## src/rtl/ecc_stream_pkg.sv

```systemverilog
// Shared sizes and types for the streaming ECC generator.
// Assumes byte-wide data and a 256-byte base block, as the result
// byte packing depends on a 16-bit split line parity.
package ecc_stream_pkg;
    localparam int BLK_BYTES   = 256;
    localparam int BYTE_W      = 8;
    localparam int ADDR_W      = $clog2(BLK_BYTES);
    localparam int SPAN_W      = ADDR_W + 1;
    localparam int CNT_W       = ADDR_W + 2;
    localparam int TOTAL_BYTES = 2 * BLK_BYTES;
    localparam int CP_W        = 2 * $clog2(BYTE_W);
    localparam int LP0_W       = 2 * SPAN_W;
    localparam int LP1_W       = 2 * ADDR_W;

    typedef struct packed {
        logic [7:0] cp_b;
        logic [7:0] lp_hi;
        logic [7:0] lp_lo;
    } ecc_bytes_t;
endpackage

```

## src/rtl/ecc_col_parity.sv

```systemverilog
// Combinational per-byte parity terms.
// Produces the byte's overall parity and the paired column parities:
// for each data index bit g, the "high" term XORs data bits whose
// index has bit g set and the "low" term the rest.
module ecc_col_parity
    import ecc_stream_pkg::*;
(
    input  logic [BYTE_W-1:0] data_i,
    output logic [CP_W-1:0]   cp_o,
    output logic              par_o
);
    // Overall parity of the byte, used by line parity.
    assign par_o = ^data_i;

    for (genvar g = 0; g < CP_W / 2; g++) begin : g_grp
        logic hi_x;
        logic lo_x;
        // Split the data bits by index bit g and reduce each half.
        always_comb begin
            hi_x = 1'b0;
            lo_x = 1'b0;
            for (int b = 0; b < BYTE_W; b++) begin
                if (((b >> g) & 1) == 1) hi_x = hi_x ^ data_i[b];
                else                     lo_x = lo_x ^ data_i[b];
            end
        end
        assign cp_o[2*g]   = lo_x;
        assign cp_o[2*g+1] = hi_x;
    end
endmodule

```

## src/rtl/ecc_set_accum.sv

```systemverilog
// One result set: line-parity pairs over AW address bits plus column
// parity, XOR-accumulated on each enabled byte.
// Assumes clr_i has priority over en_i and that addr_i is the byte
// position within this set's block.
module ecc_set_accum
    import ecc_stream_pkg::*;
#(
    parameter int AW = 8
) (
    input  logic            clk,
    input  logic            rst_n,
    input  logic            clr_i,
    input  logic            en_i,
    input  logic [AW-1:0]   addr_i,
    input  logic            par_i,
    input  logic [CP_W-1:0] cp_i,
    output logic [2*AW-1:0] lp_o,
    output logic [CP_W-1:0] cp_o
);
    logic [2*AW-1:0] lp_q;
    logic [2*AW-1:0] lp_d;
    logic [CP_W-1:0] cp_q;

    // Fold the byte parity into one member of each address-bit pair.
    always_comb begin
        lp_d = lp_q;
        for (int k = 0; k < AW; k++) begin
            if (addr_i[k]) lp_d[2*k+1] = lp_q[2*k+1] ^ par_i;
            else           lp_d[2*k]   = lp_q[2*k]   ^ par_i;
        end
    end

    // Hold, clear or accumulate the set's parity state.
    always_ff @(posedge clk) begin
        if (!rst_n || clr_i) begin
            lp_q <= '0;
            cp_q <= '0;
        end else if (en_i) begin
            lp_q <= lp_d;
            cp_q <= cp_q ^ cp_i;
        end
    end

    assign lp_o = lp_q;
    assign cp_o = cp_q;

    // without an enable or clear the set keeps its value
    p_idle_hold_r3: assert property (@(posedge clk) disable iff (!rst_n)
        (!en_i && !clr_i) |=> ($stable(lp_q) && $stable(cp_q)));
endmodule

```

## src/rtl/ecc_byte_sequencer.sv

```systemverilog
// Counts accepted bytes, latches the block mode on clear, routes each
// byte to a result set and stops after the full span.
// Assumes a single clear cycle restarts a run; clear wins over valid.
module ecc_byte_sequencer
    import ecc_stream_pkg::*;
(
    input  logic              clk,
    input  logic              rst_n,
    input  logic              clr_i,
    input  logic              valid_i,
    input  logic              mode_i,
    output logic              mode_o,
    output logic [1:0]        en_o,
    output logic [SPAN_W-1:0] addr_o,
    output logic              done_o
);
    localparam logic [CNT_W-1:0] LIMIT = CNT_W'(TOTAL_BYTES);

    logic [CNT_W-1:0] cnt_q;
    logic             mode_q;
    logic             take;

    assign done_o = (cnt_q == LIMIT);
    assign take   = valid_i && !clr_i && !done_o;

    // Byte counter: rewinds on clear, advances per accepted byte.
    always_ff @(posedge clk) begin
        if (!rst_n || clr_i)  cnt_q <= '0;
        else if (take)        cnt_q <= cnt_q + 1'b1;
    end

    // Mode register: sampled only in a clear cycle.
    always_ff @(posedge clk) begin
        if (!rst_n)     mode_q <= 1'b0;
        else if (clr_i) mode_q <= mode_i;
    end

    // Route the byte: joined mode always set 0, split mode by block half.
    always_comb begin
        en_o[0] = take && (mode_q || !cnt_q[ADDR_W]);
        en_o[1] = take && !mode_q && cnt_q[ADDR_W];
    end

    assign addr_o = cnt_q[SPAN_W-1:0];
    assign mode_o = mode_q;

    // each accepted byte advances the count by one
    p_count_step_r3: assert property (@(posedge clk) disable iff (!rst_n)
        (valid_i && !clr_i && !done_o) |=> (cnt_q == $past(cnt_q) + 1'b1));
    // a full run holds its count until cleared
    p_hold_full_r8: assert property (@(posedge clk) disable iff (!rst_n)
        (done_o && !clr_i) |=> $stable(cnt_q));
    // clear rewinds the count
    p_clear_count_r2: assert property (@(posedge clk) disable iff (!rst_n)
        clr_i |=> (cnt_q == '0));
    // mode does not move outside a clear cycle
    p_mode_hold_r9: assert property (@(posedge clk) disable iff (!rst_n)
        !clr_i |=> $stable(mode_q));
    // a byte never feeds both sets
    p_one_set_r6: assert property (@(posedge clk) disable iff (!rst_n)
        $onehot0(en_o));
endmodule

```

## src/rtl/ecc_stream_gen.sv

```systemverilog
// Top of the streaming ECC generator. Derives per-byte parity terms,
// sequences bytes into two result sets and packs each set into three
// readable bytes.
// Assumes inputs are synchronous to clk and known after reset.
module ecc_stream_gen
    import ecc_stream_pkg::*;
(
    input  logic       clk,
    input  logic       rst_n,
    input  logic [7:0] data_i,
    input  logic       valid_i,
    input  logic       clr_i,
    input  logic       mode_i,
    output logic [7:0] res0_lp_lo_o,
    output logic [7:0] res0_lp_hi_o,
    output logic [7:0] res0_cp_o,
    output logic [7:0] res1_lp_lo_o,
    output logic [7:0] res1_lp_hi_o,
    output logic [7:0] res1_cp_o
);
    logic [CP_W-1:0]   byte_cp;
    logic              byte_par;
    logic              mode_q;
    logic [1:0]        set_en;
    logic [SPAN_W-1:0] addr;
    logic              full;
    logic [LP0_W-1:0]  lp0;
    logic [LP1_W-1:0]  lp1;
    logic [CP_W-1:0]   cp0;
    logic [CP_W-1:0]   cp1;
    ecc_bytes_t        set0;
    ecc_bytes_t        set1;

    ecc_col_parity u_terms (
        .data_i (data_i),
        .cp_o   (byte_cp),
        .par_o  (byte_par)
    );

    ecc_byte_sequencer u_seq (
        .clk     (clk),
        .rst_n   (rst_n),
        .clr_i   (clr_i),
        .valid_i (valid_i),
        .mode_i  (mode_i),
        .mode_o  (mode_q),
        .en_o    (set_en),
        .addr_o  (addr),
        .done_o  (full)
    );

    ecc_set_accum #(.AW(SPAN_W)) u_set0 (
        .clk    (clk),
        .rst_n  (rst_n),
        .clr_i  (clr_i),
        .en_i   (set_en[0]),
        .addr_i (addr),
        .par_i  (byte_par),
        .cp_i   (byte_cp),
        .lp_o   (lp0),
        .cp_o   (cp0)
    );

    ecc_set_accum #(.AW(ADDR_W)) u_set1 (
        .clk    (clk),
        .rst_n  (rst_n),
        .clr_i  (clr_i),
        .en_i   (set_en[1]),
        .addr_i (addr[ADDR_W-1:0]),
        .par_i  (byte_par),
        .cp_i   (byte_cp),
        .lp_o   (lp1),
        .cp_o   (cp1)
    );

    // Pack set 0; the two top line bits only show in joined mode.
    always_comb begin
        set0.lp_lo = lp0[7:0];
        set0.lp_hi = lp0[15:8];
        set0.cp_b  = {cp0, (mode_q ? lp0[LP0_W-1:LP1_W] : 2'b00)};
    end

    // Pack set 1; its low two bits are unused.
    always_comb begin
        set1.lp_lo = lp1[7:0];
        set1.lp_hi = lp1[15:8];
        set1.cp_b  = {cp1, 2'b00};
    end

    assign res0_lp_lo_o = set0.lp_lo;
    assign res0_lp_hi_o = set0.lp_hi;
    assign res0_cp_o    = set0.cp_b;
    assign res1_lp_lo_o = set1.lp_lo;
    assign res1_lp_hi_o = set1.lp_hi;
    assign res1_cp_o    = set1.cp_b;

    // a clear leaves all six bytes at zero
    p_clear_zero_r2: assert property (@(posedge clk) disable iff (!rst_n)
        clr_i |=> ({res0_lp_lo_o, res0_lp_hi_o, res0_cp_o,
                    res1_lp_lo_o, res1_lp_hi_o, res1_cp_o} == 48'h0));
    // joined mode never touches set 1
    p_set1_idle_r7: assert property (@(posedge clk) disable iff (!rst_n)
        mode_q |-> ({res1_lp_lo_o, res1_lp_hi_o, res1_cp_o} == 24'h0));
    // after the full span the outputs freeze
    p_frozen_r8: assert property (@(posedge clk) disable iff (!rst_n)
        (full && !clr_i) |=> ($stable(set0) && $stable(set1)));
    // set 1 stays put while split mode is still in the first block
    p_set1_wait_r6: assert property (@(posedge clk) disable iff (!rst_n)
        (!mode_q && !clr_i && !addr[ADDR_W] && !full) |=> $stable(set1));
endmodule

```

## config.mk

```make
export PLATFORM = sky130hd
export DESIGN_NAME = ecc_stream_gen
export DESIGN_NICKNAME = d
export VERILOG_FILES = /design/src/rtl/ecc_stream_pkg.sv /design/src/rtl/ecc_col_parity.sv /design/src/rtl/ecc_set_accum.sv /design/src/rtl/ecc_byte_sequencer.sv /design/src/rtl/ecc_stream_gen.sv
export SDC_FILE = /design/constraint.sdc
export NUM_CORES = 1
export LEC_CHECK = 0
export BUFFER_PORTS_ARGS = -buffer_cell sky130_fd_sc_hd__clkbuf_2
export CAP_MARGIN = 5
export CORE_UTILIZATION = 55
export DETAILED_ROUTE_END_ITERATION = 7
export PLACE_DENSITY = 0.91
export SETUP_SLACK_MARGIN = 0.15
export SYNTH_ARGS = -nofsm -noshare
export SYNTH_HDL_FRONTEND = slang
export SYNTH_SLANG_ARGS = --single-unit
```

## constraint.sdc

```tcl
create_clock -name clk -period 5.97 [get_ports clk]
set_input_delay 0 -clock clk [delete_from_list [all_inputs] [get_ports clk]]
set_output_delay 0 -clock clk [all_outputs]
set_load 0.01 [all_outputs]
```

Word-level counts from Yosys, hierarchy flattened
Cells that the tools add are included.
{"block": "word_totals", "ff_bits": 57, "latchBits": 0, "mem_bits_rw": 0, "mem_bits_ro": 0, "input_bits": 13, "out_inout_bits": 48, "word_cells": 150, "mem_count": 0}
{"block": "op_classes", "add_sub_neg": 1, "n_mul": 0, "div_mod_pow": 0, "order_cmp": 0, "n_eq_ne": 1, "shift": 0, "muxes": 1, "n_bitwise": 62, "n_reduce_logical": 47}
{"op": "AND reduction 2 bit", "count": 34}
{"op": "bitwise XOR 1 bit", "count": 51}
{"op": "bitwise XOR 6 bit", "count": 2}
{"op": "adder 10 x 1 -> 10 bit, second input constant", "count": 1}
{"op": "== test 10 bit, second input constant", "count": 1}
{"op": "inverter 1 bit", "count": 9}
{"op": "parity 8 bit", "count": 1}
{"op": "logical AND 1 bit", "count": 5}
{"op": "logical NOT 1 bit", "count": 5}
{"op": "logical OR 1 bit", "count": 2}
{"op": "2-to-1 mux 2 bit", "count": 1}

Logic depth before layout (Yosys ltp)
{"block": "logic_depth", "ltp_word": 6, "ltp_mapped": 10, "mapped_depth_nobuf": 7}

Cells and area by module
A second synthesis with hierarchy kept.
{"block": "hier_totals", "hier_cells": 350, "area_unflattened_um2": 3325.7}
{"mod": "ecc_set_accum at u_set0", "instances": 1, "cells_each": 127, "area_per_inst_um2": 1278.7, "seq_area_each_um2": 480.5}
{"mod": "ecc_set_accum at u_set1", "instances": 1, "cells_each": 116, "area_per_inst_um2": 1156.1, "seq_area_each_um2": 440.4}
{"mod": "ecc_byte_sequencer", "instances": 1, "cells_each": 81, "area_per_inst_um2": 683.2, "seq_area_each_um2": 220.2}
{"mod": "ecc_col_parity", "instances": 1, "cells_each": 21, "area_per_inst_um2": 176.4, "seq_area_each_um2": 0.0}
{"mod": "ecc_stream_gen", "instances": 1, "cells_each": 5, "area_per_inst_um2": 31.3, "seq_area_each_um2": 0.0}

Worst setup path before layout
OpenSTA, ideal clock, no wires.
{"block": "synth_timing", "kind": "register -> register", "startpoint": "reg u_seq.cnt_q[0]", "endpoint": "reg u_set0.lp_q[0], in the netlist u_set0.lp_o[0]", "setup_ps": 70, "t_arrival_ps": 2047, "required_time_ps": 5900, "setup_slack_ps": 3852, "stages_incl_launch_ff": 10, "path_buffers": 2, "synth_period_minus_slack_ps": 2118, "path_cell_list": "dfxtp_1 -> clkbuf_1 -> inv_1 -> ha_1 -> nor4b_1 -> a41oi_2 -> nand2_1 -> buf_2 -> or4_1 -> a21oi_1"}
{"block": "synth_between", "elab_chain_cells": 5, "elab_cells_between_ends": 6, "classes_between": "1 x eq/ne; 1 x bitwise; 4 x reduce/logical"}
{"item": "start, declared", "line": "ecc_byte_sequencer.sv:19", "text": "logic [CNT_W-1:0] cnt_q;"}
{"item": "start signal, assigned", "line": "ecc_byte_sequencer.sv:29", "text": "else if (take) cnt_q <= cnt_q + 1'b1;"}
{"item": "== test 10 bit", "line": "ecc_byte_sequencer.sv:23", "text": "assign done_o = (cnt_q == LIMIT);"}
{"item": "logical NOT 1 bit", "line": "ecc_byte_sequencer.sv:24", "text": "assign take = valid_i && !clr_i && !done_o;"}
{"item": "logical AND 1 bit", "line": "ecc_byte_sequencer.sv:24"}
{"item": "logical AND 1 bit", "line": "ecc_byte_sequencer.sv:40", "text": "en_o[0] = take && (mode_q || !cnt_q[ADDR_W]);"}
{"item": "AND reduction 2 bit (no line) (*)"}
{"item": "end signal, assigned", "line": "ecc_set_accum.sv:39", "text": "lp_q <= lp_d;"}
{"item": "end, declared", "line": "ecc_set_accum.sv:20", "text": "logic [2*AW-1:0] lp_q;"}
Every way passes the cells marked *; elsewhere a longest branch is shown, timed or not.
A chain may end at the register's enable or synchronous reset.

Worst setup path in the final report
{"block": "layout_timing", "startpoint": "reg u_seq.cnt_q[0]", "endpoint": "reg u_set0.lp_q[10], in the netlist u_set0.lp_o[10]"}
{"block": "layout_between", "elab_chain_cells": 5}
{"item": "== test 10 bit", "line": "ecc_byte_sequencer.sv:23"}
{"item": "logical NOT 1 bit", "line": "ecc_byte_sequencer.sv:24"}
{"item": "logical AND 1 bit", "line": "ecc_byte_sequencer.sv:24"}
{"item": "logical AND 1 bit", "line": "ecc_byte_sequencer.sv:40"}
{"item": "AND reduction 2 bit (no line)"}
Every way passes these cells.

==> impl_metrics.env <==
export IMPL_outcome="finished, final reports clean"
export IMPL_async_flop_share=0
export IMPL_synth_ff_type="dfxtp_1"
export IMPL_fillers=417
export IMPL_start_kind="register"
export IMPL_grt_usage=0.252
export IMPL_tightest_slew_ns=1.06
export IMPL_grt_pass1_vias=2253
export IMPL_cts_resized=0
export IMPL_maxSlewViolCount=0
export IMPL_path_buf_inv=1
export IMPL_timing_rr_start="u_seq.cnt_q[0]"
export IMPL_min_to="u_set0.lp_o[16]"
export IMPL_core_area_mm2=0.00479
export IMPL_synth_top_cell_area_share=0.409
export IMPL_critical_path_top_delay_family="simple AND/OR/NAND/NOR gates"
export IMPL_ctsLongestPathBuffers=2
export IMPL_overflow=0
export IMPL_htreeDepth=3
export IMPL_place_gp_congestion=0.822
export IMPL_setup_viol=0
export IMPL_synth_edf_count=0
export IMPL_crit_chain="inv_1 -> ha_1 -> nor4b_1 -> a41oi_2 -> nand2_1 -> or4_1 -> a21oi_1"
export IMPL_cp_arrival_ns=3.52
export IMPL_avgViaCountPerCell=5.75
export IMPL_cap_violations=0
export IMPL_cts_buffers=9
export IMPL_ios=61
export IMPL_stdcell_area_mm2=0.00312
export IMPL_hold_viol_final=0
export IMPL_syn_inst=329
export IMPL_hold_path_class="primary input to register"
export IMPL_maxClockFrequency_ghz=0.304
export IMPL_endpoint_kind="register"
export IMPL_drt_wl_total_mm=6.31
export IMPL_yosys_top_cells_count="dfxtp_1 (57), a21oi_1 (37), or4_1 (25), nor2_1 (24), o31ai_1 (24)"
export IMPL_drcViolationCount=0
export IMPL_synth_seq_cells=57
export IMPL_critical_path_slowest_cell="nand2_1"
export IMPL_reg2reg_to="u_set0.lp_o[10]"
export IMPL_initial_utilization=0.583
export IMPL_synth_cell_type_count=29
export IMPL_post_dp_cell_area_mm2=0.00294
export IMPL_cts_setup_buffers=0
export IMPL_die_h_um=73.2
export IMPL_slew_headroom=0.295
export IMPL_synthToLayoutAreaGrowth_pct=11.8
export IMPL_ir_worst_vdd_uv=161
export IMPL_skew_ns=0.00634
export IMPL_period_needed_ns=3.28
export IMPL_grt_antenna_before_repair=0
export IMPL_critPathMaxFanout=32
export IMPL_synthesis_area_mm2=0.00279
export IMPL_cts_tree="done"
export IMPL_finish_net_count=372
export IMPL_hold_buffers=2
export IMPL_grt_max_degree=67
export IMPL_synthTopCellsByArea="dfxtp_1 (41%), or4_1 (6.7%), a21oi_1 (6.6%)"
export IMPL_drt_pre_antenna_iters=4
export IMPL_clkTransAtPathRegs_ns=0.06
export IMPL_num_vias=2462
export IMPL_tns_ns=0
export IMPL_port_buffers=58
export IMPL_die_x_um=73.2
export IMPL_cp_required_ns=6.21
export IMPL_ant_nets=0
export IMPL_clock_latency_ns=0.33
export IMPL_yosysMostFrequentCell="dfxtp_1"
export IMPL_hold_start="clr_i"
export IMPL_crit_type="register to register"
export IMPL_grt_pass1_wl_mm=10.0
export IMPL_wl_per_cell_um=14.7
export IMPL_powerDensity_mw_per_mm2=261
export IMPL_dieArea_mm2=0.00536
export IMPL_n_antenna_cell=0
export IMPL_first_iter_violations=303
export IMPL_cts_root_buf="clkbuf_8"
export IMPL_cp_slowest_stage_delay_ns=0.68
export IMPL_cellLeakagePower_nw=1.12
export IMPL_hpwl_mm=4.19
export IMPL_rrSetupSlack_ns=2.69
export IMPL_synth_top_area_cell="dfxtp_1"
export IMPL_avgSynthCellArea_um2=8.48
export IMPL_ys_warn_count=0
export IMPL_power_w=0.000813
export IMPL_rows=25
export IMPL_min_period_over_period=0.550
export IMPL_drive_above_1_share=0.208
export IMPL_reg2regPathDepth=7
export IMPL_rsz0062_at_grt="false"
export IMPL_synth_seq_area_share=0.409
export IMPL_holdPathStages=5
export IMPL_cts_sinks=57
-- tightest hold or removal path: stages --
cell and delay, ns:
clkbuf_2 0.15, nor2b_1 0.06, nand2_1 0.06, a31o_1 0.10, nand2_1 0.04
-- cells in the final DEF, fill, tap and decap left out, drive strengths merged --
master	count
buf	1
xor2	17
nor2b	3
nand2	19
xnor2	17
dlygate4sd3	2
a31o	1
nand4	3
and2	2
a21oi	37
o31ai	24
ha	2
nor3	3
a41oi	1
or3	12
conb	2
or4	25
clkbuf	73
nor4b	1
o21ai	12
dfxtp	57
nor2	24
mux2i	1
inv	9
nand3	9
nand2b	4
-- state kept, by name (all words and copies together) (netlist names) --
| name | flops |
|---|---|
| u_seq.mode_o | 1 |
| u_set0.lp_o | 18 |
| u_set0.cp_o | 6 |
| u_set1.cp_o | 6 |
| u_set1.lp_o | 16 |
| u_seq.cnt_q | 10 |
-- power breakdown --
part / internal (W) / leakage, nW / total (W) / switching, W
Sequential: 0.000386 / 0.460 / 0.000391 / 0.00000515
Combinational: 0.0000349 / 0.584 / 0.000121 / 0.0000865
Clock: 0.000161 / 0.0778 / 0.000301 / 0.000140
Total: 0.000581 / 1.12 / 0.000813 / 0.000232
-- area by class of cell --
cell class,instances,area (µm²),share of cell area
Multi-Input combinational cell,219,1380,0.444
Sequential cell,57,1140,0.366
Timing Repair Buffer,61,318,0.102
Clock buffer,15,156,0.0502
Tap cell,67,83.8,0.0269
Inverter,9,33.8,0.0108
-- metrics by stage --
step                      instances  utilization  worst slack (ns)  hold slack (ns)
after global placement          411        0.614              2.96            0.261
after floorplan                 330            -              3.85            0.128
final                           428        0.651              2.69            0.129
after CTS                       428        0.651              2.72            0.103
after detailed placement        411        0.614              2.73            0.275
after global routing            428        0.651              2.41            0.153
-- per-layer routing --
layer	track usage	wire, µm	share of wire	vias to the layer above
met5	0	0	0	-
li1	-	-	-	1187
met2	0.412	3200	0.51	99
met4	0.124	104	0.016	0
met3	0.0898	397	0.063	12
met1	0.291	2600	0.41	1164
-- cell families (layout without fill, tap and decap cells) --
family | count (synthesis) | in the layout | share of synthesized area
flip-flops | 57 | 57 | 0.409
AND/OR/NAND/NOR | 105 | 105 | 0.204
other | 1 | 2 | 0.00134
buffers and inverters | 54 | 85 | 0.0996
multiplexers | 1 | 1 | 0.00359
adder cells (fa/ha/maj) | 2 | 2 | 0.00897
XOR/XNOR | 34 | 34 | 0.112
AO/OA/AOI/OAI | 75 | 75 | 0.162
-- worst max path at each step --
stage	from	endpoint	slack, ns	cells past startpoint
global placement	u_seq.cnt_q[0]	u_set0.lp_o[3]	2.96	7
global route	u_seq.cnt_q[0]	u_set0.lp_o[8]	2.41	7
CTS	u_seq.cnt_q[0]	u_set0.lp_o[10]	2.72	7
finish	u_seq.cnt_q[0]	u_set0.lp_o[10]	2.69	7
floorplan	u_seq.cnt_q[0]	u_set0.lp_o[0]	3.85	9
detailed placement	u_seq.cnt_q[0]	u_set0.lp_o[10]	2.73	7
No activity file was read; power rests on OpenSTA's default activity.
